--- config.mk ---
export PLATFORM = sky130hd
export DESIGN_NAME = devSyncStall
export DESIGN_NICKNAME = d
export VERILOG_FILES = /design/src/rtl/devsync_pkg.sv /design/src/rtl/devSyncDatapath.sv /design/src/rtl/devSyncCtrl.sv /design/src/rtl/devSyncStall.sv
export SDC_FILE = /design/constraint.sdc
export NUM_CORES = 1
export LEC_CHECK = 0
export BUFFER_PORTS_ARGS = -buffer_cell sky130_fd_sc_hd__buf_4
export CAP_MARGIN = 30
export CELL_PAD_IN_SITES_DETAIL_PLACEMENT = 1
export CELL_PAD_IN_SITES_GLOBAL_PLACEMENT = 1
export CORE_UTILIZATION = 32
export DETAILED_ROUTE_END_ITERATION = 10
export PLACE_DENSITY_LB_ADDON = 0.1
export SLEW_MARGIN = 5
export SYNTH_ARGS = -nofsm -noshare
export SYNTH_HDL_FRONTEND = slang
export SYNTH_SLANG_ARGS = --single-unit
export TNS_END_PERCENT = 10
--- constraint.sdc ---
create_clock -name clk -period 2.3 [get_ports clk]
set_clock_uncertainty 0.1 [all_clocks]
set_input_delay 0.46 -clock clk [delete_from_list [all_inputs] [get_ports clk]]
set_output_delay 0.46 -clock clk [all_outputs]
set_load 0.005 [all_outputs]
--- src/rtl/devsync_pkg.sv ---
package devsync_pkg;

  typedef enum logic [1:0] {
    WAIT_RD_DONE  = 2'd0,
    WAIT_RD_START = 2'd1,
    WAIT_WR_START = 2'd2,
    WAIT_WR_DONE  = 2'd3
  } waitKind_e;

  typedef enum logic [2:0] {
    ST_IDLE    = 3'd0,
    ST_FENCE   = 3'd1,
    ST_DEVWAIT = 3'd2,
    ST_DELAY   = 3'd3,
    ST_DONE    = 3'd4
  } ctrlState_e;

  typedef struct packed {
    logic loadSync;
    logic loadDelay;
    logic countDown;
  } ctrlStrobe_t;

endpackage

--- src/rtl/devSyncDatapath.sv ---
module devSyncDatapath
  import devsync_pkg::*;
#(
  parameter int DEV_W = 5,
  parameter int CNT_W = 5,
  parameter int SEL_W = 3
) (
  input  logic              clk,
  input  logic              rst,
  input  logic              instrValid,
  input  logic [31:0]       instrWord,
  input  logic [DEV_W-1:0]  rdPendStart,
  input  logic [DEV_W-1:0]  rdPendDone,
  input  logic [DEV_W-1:0]  wrPendStart,
  input  logic [DEV_W-1:0]  wrPendDone,
  input  ctrlStrobe_t       strobe,
  output logic              decSync,
  output logic              decDelay,
  output logic              decDelayZero,
  output logic              waitMet,
  output logic              cntLast
);

  localparam logic [19:0] SYNC32_LOW = 20'h03013;
  localparam int MASK_LSB = 20;
  localparam int SEL_LSB  = 7;
  localparam int CNT_LSB  = 2;

  function automatic logic [DEV_W-1:0] expandSel(input logic [SEL_W-1:0] s);
    logic [DEV_W-1:0] r;
    int sv;
    sv = int'(s);
    if (sv == 0)          r = '0;
    else if (sv <= DEV_W) r = DEV_W'(1) << (sv - 1);
    else                  r = (DEV_W'(1) << (sv - 2)) - DEV_W'(1);
    return r;
  endfunction

  // decode
  logic      hit16, hit32, hitDelay;
  waitKind_e kind16, kind32, decKind;
  logic [DEV_W-1:0] decMask;
  logic [SEL_W-1:0] selField;

  assign selField = instrWord[SEL_LSB +: SEL_W];

  always_comb begin
    hit16  = 1'b0;
    kind16 = WAIT_RD_DONE;
    if (instrWord[6:0] == 7'b0000001) begin
      case (instrWord[15:10])
        6'b100000: begin hit16 = 1'b1; kind16 = WAIT_RD_DONE;  end
        6'b100001: begin hit16 = 1'b1; kind16 = WAIT_RD_START; end
        6'b100100: begin hit16 = 1'b1; kind16 = WAIT_WR_START; end
        6'b100101: begin hit16 = 1'b1; kind16 = WAIT_WR_DONE;  end
        default:   hit16 = 1'b0;
      endcase
    end
  end

  always_comb begin
    hit32  = 1'b0;
    kind32 = WAIT_RD_DONE;
    if (instrWord[19:0] == SYNC32_LOW) begin
      case (instrWord[31:25])
        7'b0001000: begin hit32 = 1'b1; kind32 = WAIT_RD_DONE;  end
        7'b0010000: begin hit32 = 1'b1; kind32 = WAIT_RD_START; end
        7'b0100000: begin hit32 = 1'b1; kind32 = WAIT_WR_START; end
        7'b1000000: begin hit32 = 1'b1; kind32 = WAIT_WR_DONE;  end
        default:    hit32 = 1'b0;
      endcase
    end
  end

  assign hitDelay     = (instrWord[15:7] == 9'd0) && (instrWord[1:0] == 2'b10);
  assign decKind      = hit32 ? kind32 : kind16;
  assign decMask      = hit32 ? instrWord[MASK_LSB +: DEV_W] : expandSel(selField);
  assign decSync      = instrValid && (hit16 || hit32);
  assign decDelay     = instrValid && hitDelay;
  assign decDelayZero = (instrWord[CNT_LSB +: CNT_W] == '0);

  // latched operation
  waitKind_e        opKind;
  logic [DEV_W-1:0] opMask;
  logic [CNT_W-1:0] delayCnt;

  always_ff @(posedge clk) begin
    if (rst) begin
      opKind   <= WAIT_RD_DONE;
      opMask   <= '0;
      delayCnt <= '0;
    end else begin
      if (strobe.loadSync) begin
        opKind <= decKind;
        opMask <= decMask;
      end
      if (strobe.loadDelay)
        delayCnt <= instrWord[CNT_LSB +: CNT_W];
      else if (strobe.countDown)
        delayCnt <= delayCnt - CNT_W'(1);
    end
  end

  // per-device flag selection
  logic [DEV_W-1:0] pendSel;
  for (genvar g = 0; g < DEV_W; g++) begin : gDev
    assign pendSel[g] = (opKind == WAIT_RD_START) ? rdPendStart[g] :
                        (opKind == WAIT_RD_DONE)  ? rdPendDone[g]  :
                        (opKind == WAIT_WR_START) ? wrPendStart[g] :
                                                    wrPendDone[g];
  end

  assign waitMet = ((pendSel & opMask) == '0);
  assign cntLast = (delayCnt == CNT_W'(1));

  AST_SEL_ONEHOT: assert property (@(posedge clk) disable iff (rst)
    (hit16 && !hit32 && selField != '0 && int'(selField) <= DEV_W) |-> ($countones(decMask) == 1));
  AST_CNT_NONZERO: assert property (@(posedge clk) disable iff (rst)
    strobe.countDown |-> (delayCnt != '0));
  AST_SINGLE_LOAD: assert property (@(posedge clk) disable iff (rst)
    !(strobe.loadSync && strobe.loadDelay));

endmodule

--- src/rtl/devSyncCtrl.sv ---
module devSyncCtrl
  import devsync_pkg::*;
(
  input  logic        clk,
  input  logic        rst,
  input  logic        decSync,
  input  logic        decDelay,
  input  logic        decDelayZero,
  input  logic        fenceDone,
  input  logic        waitMet,
  input  logic        cntLast,
  output ctrlStrobe_t strobe,
  output logic        stall,
  output logic        fenceReq
);

  ctrlState_e state, stateNext;

  always_comb begin
    stateNext = state;
    strobe    = '0;
    case (state)
      ST_IDLE: begin
        if (decSync) begin
          strobe.loadSync = 1'b1;
          stateNext       = ST_FENCE;
        end else if (decDelay) begin
          strobe.loadDelay = 1'b1;
          stateNext        = decDelayZero ? ST_DONE : ST_DELAY;
        end
      end
      ST_FENCE: begin
        if (fenceDone) stateNext = waitMet ? ST_DONE : ST_DEVWAIT;
      end
      ST_DEVWAIT: begin
        if (waitMet) stateNext = ST_DONE;
      end
      ST_DELAY: begin
        if (cntLast) stateNext = ST_DONE;
        else         strobe.countDown = 1'b1;
      end
      ST_DONE:  stateNext = ST_IDLE;
      default:  stateNext = ST_IDLE;
    endcase
  end

  always_ff @(posedge clk) begin
    if (rst) state <= ST_IDLE;
    else     state <= stateNext;
  end

  assign stall    = (state == ST_FENCE) || (state == ST_DEVWAIT) || (state == ST_DELAY);
  assign fenceReq = (state == ST_FENCE);

  AST_FENCE_HOLD: assert property (@(posedge clk) disable iff (rst)
    (fenceReq && !fenceDone) |=> fenceReq);
  AST_DEVWAIT_AFTER_FENCE: assert property (@(posedge clk) disable iff (rst)
    ((state == ST_DEVWAIT) && !$past(state == ST_DEVWAIT)) |-> $past(fenceReq && fenceDone));
  AST_DEVWAIT_RELEASE: assert property (@(posedge clk) disable iff (rst)
    ((state == ST_DEVWAIT) && waitMet) |=> !stall);
  AST_DELAY_HOLD: assert property (@(posedge clk) disable iff (rst)
    ((state == ST_DELAY) && !cntLast) |=> stall);
  AST_ZERO_DELAY: assert property (@(posedge clk) disable iff (rst)
    ((state == ST_IDLE) && !decSync && decDelay && decDelayZero) |=> !stall);
  AST_UNKNOWN_IGNORED: assert property (@(posedge clk) disable iff (rst)
    ((state == ST_IDLE) && !decSync && !decDelay) |=> (!stall && !fenceReq));
  AST_DONE_COOLDOWN: assert property (@(posedge clk) disable iff (rst)
    (state == ST_DONE) |=> (state == ST_IDLE));
  AST_RESET_IDLE: assert property (@(posedge clk)
    rst |=> (!stall && !fenceReq));

endmodule

--- src/rtl/devSyncStall.sv ---
module devSyncStall
  import devsync_pkg::*;
#(
  parameter int DEV_W = 5,
  parameter int CNT_W = 5,
  parameter int SEL_W = 3
) (
  input  logic             clk,
  input  logic             rst,
  input  logic             instrValid,
  input  logic [31:0]      instrWord,
  input  logic [DEV_W-1:0] rdPendStart,
  input  logic [DEV_W-1:0] rdPendDone,
  input  logic [DEV_W-1:0] wrPendStart,
  input  logic [DEV_W-1:0] wrPendDone,
  input  logic             fenceDone,
  output logic             fenceReq,
  output logic             stall
);

  ctrlStrobe_t strobe;
  logic decSync, decDelay, decDelayZero, waitMet, cntLast;

  devSyncDatapath #(.DEV_W(DEV_W), .CNT_W(CNT_W), .SEL_W(SEL_W)) dp_i (
    .clk(clk), .rst(rst),
    .instrValid(instrValid), .instrWord(instrWord),
    .rdPendStart(rdPendStart), .rdPendDone(rdPendDone),
    .wrPendStart(wrPendStart), .wrPendDone(wrPendDone),
    .strobe(strobe),
    .decSync(decSync), .decDelay(decDelay), .decDelayZero(decDelayZero),
    .waitMet(waitMet), .cntLast(cntLast)
  );

  devSyncCtrl ctrl_i (
    .clk(clk), .rst(rst),
    .decSync(decSync), .decDelay(decDelay), .decDelayZero(decDelayZero),
    .fenceDone(fenceDone), .waitMet(waitMet), .cntLast(cntLast),
    .strobe(strobe), .stall(stall), .fenceReq(fenceReq)
  );

endmodule

==> results of run 1 <==
[worst max-delay path by stage]
stage	slack, ns	cells after the start	start	endpoint
5_1_grt	-0.04	12	instrWord[8]	dp_i.opMask[4]$_SDFFE_PP0P_
3_3_place_gp	-0.12	12	instrWord[8]	dp_i.opMask[4]$_SDFFE_PP0P_
4_1_cts	0.04	12	instrWord[8]	dp_i.opMask[4]$_SDFFE_PP0P_
3_5_place_dp	-0.21	12	instrWord[8]	dp_i.opMask[4]$_SDFFE_PP0P_
6_report	0.07	12	instrWord[8]	dp_i.opMask[4]$_SDFFE_PP0P_
2_1_floorplan	-0.03	11	instrWord[8]	dp_i.opMask[4]$_SDFFE_PP0P_
[worst reg2reg max path: cells and delay by family, from the launching register on]
kind | cells | cell delay, ns
AOI/OAI and AO/OA | 1 | 0.23
xor gates and xnor gates | 1 | 0.07
adders and majority gates | 1 | 0.13
buffers and inverters | 1 | 0.08
DFF | 1 | 0.32
and+or+nand+nor | 4 | 1.11
[area by class of cell]
class / instances / area (um2)
clock buffer: 3 / 41.3
clock inverter: 1 / 5.00
fill: 581 / 2340
inverter: 9 / 37.5
multi-input combinational: 161 / 1230
sequential: 15 / 300
tap: 54 / 67.6
timing repair buffer: 89 / 668
[per-layer routing]
layer,share of wire,track usage
met4,0.016,0.0545
met3,0.023,0.0127
met5,0,0
met2,0.53,0.377
met1,0.43,0.226
[stage by stage]
stage / cells / setup TNS (ns) / hold slack [ns]
2_1_floorplan: 194 / -0.0307 / 0.387
3_3_place_gp: 328 / -0.684 / 0.428
3_5_place_dp: 328 / -0.942 / 0.438
4_1_cts: 332 / 0 / 0.390
5_1_grt: 332 / -0.0432 / 0.402
6_report: 332 / 0 / 0.387
[power by group through the flow]
stage	Clock [uW]	Combinational [uW]	Sequential (uW)
4_1_cts	214	238	260
3_5_place_dp	0	237	266
2_1_floorplan	0	95.2	266
3_3_place_gp	0	232	266
5_1_grt	226	260	260
6_report	212	236	260
[Yosys cell counts (all sizes together) (2+ instances only)]
master	instances
mux2	2
nor2b	4
a32oi	2
xnor2	4
clkbuf	4
mux2i	4
mux4	3
or4	2
nor2	16
nor4	3
o21ai	8
a21oi	14
inv	9
a311oi	5
nor3	6
dfxtp	15
xor2	4
and2	5
a22oi	2
nand2	20
ha	14
buf	5
nand3	2
or3	8
a211oi	8
a31oi	2
a21o	4
and3	3
a2bb2oi	3
o22ai	2
[sequential cells by signal, summed over array words and instances (netlist names)]
name           flops
dp_i.opMask        5
ctrl_i.state       3
dp_i.delayCnt      5
dp_i.opKind        2
[kinds of logic after synthesis]
group | Yosys count
xor+xnor | 8
mux | 9
buf+inv | 18
flops | 15
simple gates | 77
compound gates | 53
fa+ha+maj | 14
[repair_timing]
action	CTS	global route
gates resized for setup	0	5
buffers inserted	0	0
setup endpoints to repair	0	4
==> results.py, run 1 <==
metrics = {
    "outcome": {
        "status": "finished clean",
    },
    "global_route": {
        "grt.overflow.total": 0,
        "largest_net_degree_at_the_start_of_global_routing": 16,
        "grtUsageTotal": 0.194,
        "initial_antenna_violation_count": 0,
        "grt_pass1_vias": 1800,
        "grt_pass1_wl_um": 8100,
    },
    "drt": {
        "vias": 1776,
        "initialDrtViolationCount": 24,
        "wirelength_um": 4760,
        "drtPass1Iterations": 6,
        "route.detailed.drc": 0,
        "wl_per_cell_um": 14.3,
        "postRouteAntennaNets": 0,
        "vias_per_cell": 5.35,
    },
    "hold_path": {
        "hold_path_end": "dp_i.opMask[1]$_SDFFE_PP0P_",
        "holdCritStartpoint": "instrWord[21]",
        "hold_depth": 3,
        "holdCritPathClass": "in2reg",
    },
    "synth": {
        "synth-edff-count": 0,
        "unique_cell_type_count_in_the_yosys_netlist": 51,
        "synthMuxAreaShare": 0.0836,
        "post_synth_inst_count": 194,
        "synth_adder_area_share": 0.113,
        "synthXorXnorAreaFrac": 0.0450,
        "number_of_nets_in_the_synthesized_netlist": 264,
        "netlist.area_leader.share": 0.193,
        "post_synth_main_area_contributors": "dfxtp_1 (19%), ha_1 (11%), nand2_1 (4.8%), a21oi_1 (4.5%), mux4_2 (4.3%)",
        "synth_compound_area_frac": 0.233,
        "synth_top_family_by_area": "simple AND/OR/NAND/NOR gates",
        "synthSimpleGateAreaFrac": 0.274,
        "mapped_avg_cell_area_um2": 8.02,
        "synth_seq_cells": 15,
        "netlist_area_um2": 1560,
        "synth_top_area_cell": "dfxtp_1",
        "most_used_flip_flop_cell_after_synthesis": "dfxtp_1",
        "ys_seq_area_frac": 0.193,
        "ys.warnings.count": 0,
        "postSynth.asyncResetShare": 0,
    },
    "floorplan": {
        "num_rows": 25,
        "die_w_um": 71.7,
        "die-area_um2": 5150,
        "initial_cell_density_of_the_core": 0.332,
        "placeableCoreArea_um2": 4690,
        "die_h_um": 71.7,
        "top_level_ports": 58,
    },
    "cts": {
        "cts.sinks": 15,
        "tritoncts_clock_tree": "built",
        "cts-root-buf": "clkbuf_8",
        "clk_transition_reported_paths_ns": 0.06,
        "clk_path_buf_depth": 2,
        "htreeDepth": 1,
        "worst_skew_pair.late_latency_ns": 0.25,
        "tritoncts.num_buffers": 3,
        "cts.hold.buffers_added": 0,
    },
    "final_layout": {
        "syn2layout_area_growth_pct": 51.0,
        "final_instance_area_um2": 2350,
        "final_nets": 349,
        "mostFrequentLayoutCells": "buf_4 (89), nand2_1 (18), nor2_1 (16)",
        "finish.utilization": 0.501,
        "mostFrequentLayoutCell": "buf_4",
        "ratio_of_cells_with_drive_above_1_in_the_final_layout": 0.439,
        "antenna_cells_inserted": 0,
    },
    "setup_path": {
        "ff2ff_setup_slack_ns": 0.18,
        "kind_of_end_point_of_the_critical_path": "flip-flop",
        "cpMaxStageDelayCell": "or3_4",
        "arr_time_crit_path_ns": 2.30,
        "path_common_cell": "ha_4",
        "path_class": "in2reg",
        "crit_path_start_kind": "input port",
        "reg2reg_to": "dp_i.delayCnt[4]$_SDFFE_PP0P_",
        "critPathTopFamily": "simple AND/OR/NAND/NOR gates",
        "cp_cell_sequence": "buf_4 -> clkinvlp_4 -> ha_4 -> nor2b_4 -> nand2_2 -> ha_4 -> nor2_1 -> mux2i_1 -> o22ai_1 -> a2bb2oi_1 -> or3_4 -> a311oi_2",
        "worst-path-max-fanout": 3,
        "crit_path_max_incr_delay_ns": 0.33,
        "path_buf_inv": 2,
        "worst_r2r_path_depth": 8,
        "cp.required_ns": 2.36,
        "r2r-start": "dp_i.delayCnt[1]$_SDFFE_PP0P_",
    },
    "power": {
        "power.share.sequential": 0.367,
        "powerDensity_nw_per_um2": 302,
        "power.total_uw": 708,
        "clock_power_share": 0.299,
        "cellInternalPower_uw": 524,
        "switching_share": 0.261,
        "power_frac_comb": 0.334,
        "p_leak_uw": 0.00103,
        "netsw_uw": 185,
        "ir_worst_vdd_mv": 0.206,
    },
    "run": {
        "maxCapViolations": 0,
    },
    "sta": {
        "final_max_slew_viol_count": 0,
        "worstMarginPinSlew_ns": 0.373,
        "rsz_0062_raised_after_global_routing": "yes",
        "finalHoldViolCount": 0,
        "final_setup_violations": 0,
        "final.setup.worst_slack_ns": 0.0669,
        "slew_margin_rel": 0.749,
        "min_period_ns": 2.23,
        "timing.final.crit_share": 0.971,
        "timing.fmax_mhz": 448,
    },
    "placement": {
        "dpl-instance-area_um2": 2280,
        "gp_routability_congestion": 0.859,
        "pre_cts_ws_ns": -0.212,
        "place_hpwl_um": 4160,
        "numPortBuffers": 57,
    },
}
Note: power is estimated with default switching activity, not from simulation.
==> inputs of run 2 (changes only) <==
--- a/config.mk
+++ b/config.mk
@@ -11,7 +11,7 @@
 export CELL_PAD_IN_SITES_GLOBAL_PLACEMENT = 1
 export CORE_UTILIZATION = 32
 export DETAILED_ROUTE_END_ITERATION = 10
-export PLACE_DENSITY_LB_ADDON = 0.1
+export PLACE_DENSITY = 0.79
 export SLEW_MARGIN = 5
 export SYNTH_ARGS = -nofsm -noshare
 export SYNTH_HDL_FRONTEND = slang
==> results.py, run 2 (synthesis results as in run 1) <==
metrics = {
    "setup_path": {
        "kind_of_end_point_of_the_critical_path": "flip-flop",
        "cp.required_ns": 2.38,
        "path_class": "in2reg",
        "crit_path_max_incr_delay_ns": 0.32,
        "ff2ff_setup_slack_ns": 0.17,
        "crit_path_start_kind": "input port",
        "crit_start": "instrWord[8]",
        "worst-path-max-fanout": 4,
        "arr_time_crit_path_ns": 2.28,
        "worstSetupPathDepth": 12,
        "path_common_cell": "ha_4",
        "cpMaxStageDelayCell": "or3_4",
        "path_buf_inv": 2,
        "critPathTopFamily": "simple AND/OR/NAND/NOR gates",
        "r2r-start": "dp_i.delayCnt[0]$_SDFFE_PP0P_",
        "worst_r2r_path_depth": 7,
        "cp_cell_sequence": "buf_8 -> clkinvlp_4 -> ha_4 -> nor2b_4 -> nand2_2 -> ha_4 -> nor2_4 -> mux2i_1 -> o22ai_1 -> a2bb2oi_2 -> or3_4 -> a311oi_2",
        "reg2reg_to": "dp_i.delayCnt[4]$_SDFFE_PP0P_",
    },
    "drt": {
        "vias": 1736,
        "drtPass1Iterations": 7,
        "initialDrtViolationCount": 55,
        "postRouteAntennaNets": 0,
        "wirelength_um": 4820,
        "route.detailed.drc": 2,
        "wl_per_cell_um": 14.7,
        "vias_per_cell": 5.29,
    },
    "floorplan": {
        "die-area_um2": 5150,
        "placeableCoreArea_um2": 4690,
        "die_w_um": 71.7,
        "top_level_ports": 58,
        "die_h_um": 71.7,
        "num_rows": 25,
        "initial_cell_density_of_the_core": 0.332,
    },
    "global_route": {
        "initial_antenna_violation_count": 0,
        "grtUsageTotal": 0.198,
        "grt_pass1_wl_um": 7980,
        "largest_net_degree_at_the_start_of_global_routing": 16,
        "grt_pass1_vias": 1801,
        "grt.overflow.total": 0,
    },
    "hold_path": {
        "holdCritPathClass": "in2reg",
        "holdCritStartpoint": "instrWord[21]",
        "hold_depth": 3,
        "hold_path_end": "dp_i.opMask[1]$_SDFFE_PP0P_",
    },
    "cts": {
        "cts.sinks": 15,
        "worst_skew_pair.late_latency_ns": 0.26,
        "cts-root-buf": "clkbuf_8",
        "cts.hold.buffers_added": 0,
        "tritoncts_clock_tree": "built",
        "clk_transition_reported_paths_ns": 0.06,
        "clk_path_buf_depth": 2,
        "htreeDepth": 1,
        "tritoncts.num_buffers": 3,
    },
    "sta": {
        "finalHoldViolCount": 0,
        "timing.final.crit_share": 0.958,
        "timing.fmax_mhz": 454,
        "worstMarginPinSlew_ns": 0.390,
        "final_setup_violations": 0,
        "rsz_0062_raised_after_global_routing": "yes",
        "slew_margin_rel": 0.738,
        "min_period_ns": 2.20,
        "final.hold.worst_slack_ns": 0.378,
        "final_max_slew_viol_count": 0,
    },
    "run": {
        "maxCapViolations": 0,
    },
    "placement": {
        "place_hpwl_um": 4070,
        "numPortBuffers": 57,
        "gp_routability_congestion": 0.804,
        "dpl-instance-area_um2": 2250,
    },
    "final_layout": {
        "largest_regs": "dp_i.delayCnt x5, dp_i.opMask x5, ctrl_i.state x3",
        "antenna_cells_inserted": 0,
        "ratio_of_cells_with_drive_above_1_in_the_final_layout": 0.427,
        "syn2layout_area_growth_pct": 49.8,
        "mostFrequentLayoutCells": "buf_4 (84), nand2_1 (18), nor2_1 (15), dfxtp_1 (15), a21oi_1 (14)",
        "final_instance_area_um2": 2330,
        "mostFrequentLayoutCell": "buf_4",
        "final_nets": 345,
    },
    "power": {
        "ir_worst_vdd_mv": 0.149,
        "powerDensity_nw_per_um2": 311,
        "p_leak_uw": 0.00101,
    },
    "outcome": {
        "status": "complete, but fails checks",
        "violations_in_the_final_reports": "DRC",
    },
}
run 2: changes by cell type in the layout (fill, tap and decap cells not counted), sizes merged:
cell,before,now
clkbuf,3,4
buf,89,85
clkinv,1,0
run 2: how the worst max path moves through the flow:
| stage | to | slack, ns |
|---|---|---|
| after floorplan | dp_i.opMask[4]$_SDFFE_PP0P_ | -0.03 |
| after global placement | dp_i.opMask[4]$_SDFFE_PP0P_ | -0.12 |
| after detailed placement | dp_i.opMask[4]$_SDFFE_PP0P_ | -0.23 |
| after CTS | dp_i.opMask[4]$_SDFFE_PP0P_ | 0.03 |
| after global routing | dp_i.opMask[4]$_SDFFE_PP0P_ | -0.06 |
| final | dp_i.opMask[4]$_SDFFE_PP0P_ | 0.1 |
run 2: metrics by stage:
stage | total power, uW | setup WS (ns) | TNS [ns] | std cells | utilization
5_1_grt | 761 | -0.0553 | -0.0604 | 328 | 0.497
3_3_place_gp | 492 | -0.117 | -0.666 | 323 | 0.479
4_1_cts | 722 | 0.0347 | 0 | 327 | 0.488
3_5_place_dp | 498 | -0.228 | -1.12 | 323 | 0.479
2_1_floorplan | 361 | -0.0279 | -0.0307 | 194 | -
6_report | 724 | 0.0976 | 0 | 328 | 0.497
run 2: repair_timing:
action,CTS,global route
endpoints found under the setup margin,0,3
buffers inserted,0,1
gates resized for setup,0,7
run 2: cell type report:
class | instances | area, um2
clock buffers | 4 | 45.0
fillers | 595 | 2360
inverters | 9 | 37.5
multi-input cells | 161 | 1230
flip-flops and latches | 15 | 300
well taps | 54 | 67.6
repair buffers | 85 | 646
run 2: metal layers:
| layer | up-vias | track usage | wire length, um |
|---|---|---|---|
| met1 | 804 | 0.233 | 2150 |
| met5 | - | 0 | 0 |
| met4 | 0 | 0.0893 | 81 |
| li1 | 878 | - | - |
| met3 | 7 | 0.0338 | 213 |
| met2 | 47 | 0.350 | 2370 |
run 2: worst reg2reg max path: cells and delay by family (launching register included):
| family | cells | cell delay, ns |
|---|---|---|
| adders and majority gates | 1 | 0.16 |
| AOI/OAI and AO/OA | 1 | 0.09 |
| DFF | 1 | 0.39 |
| xor gates and xnor gates | 1 | 0.16 |
| and+or+nand+nor | 4 | 1.12 |
run 2: where the power goes:
group	switching, uW	internal, uW
sequential	0.0909	260
clock	101	123
combinational	95.4	145
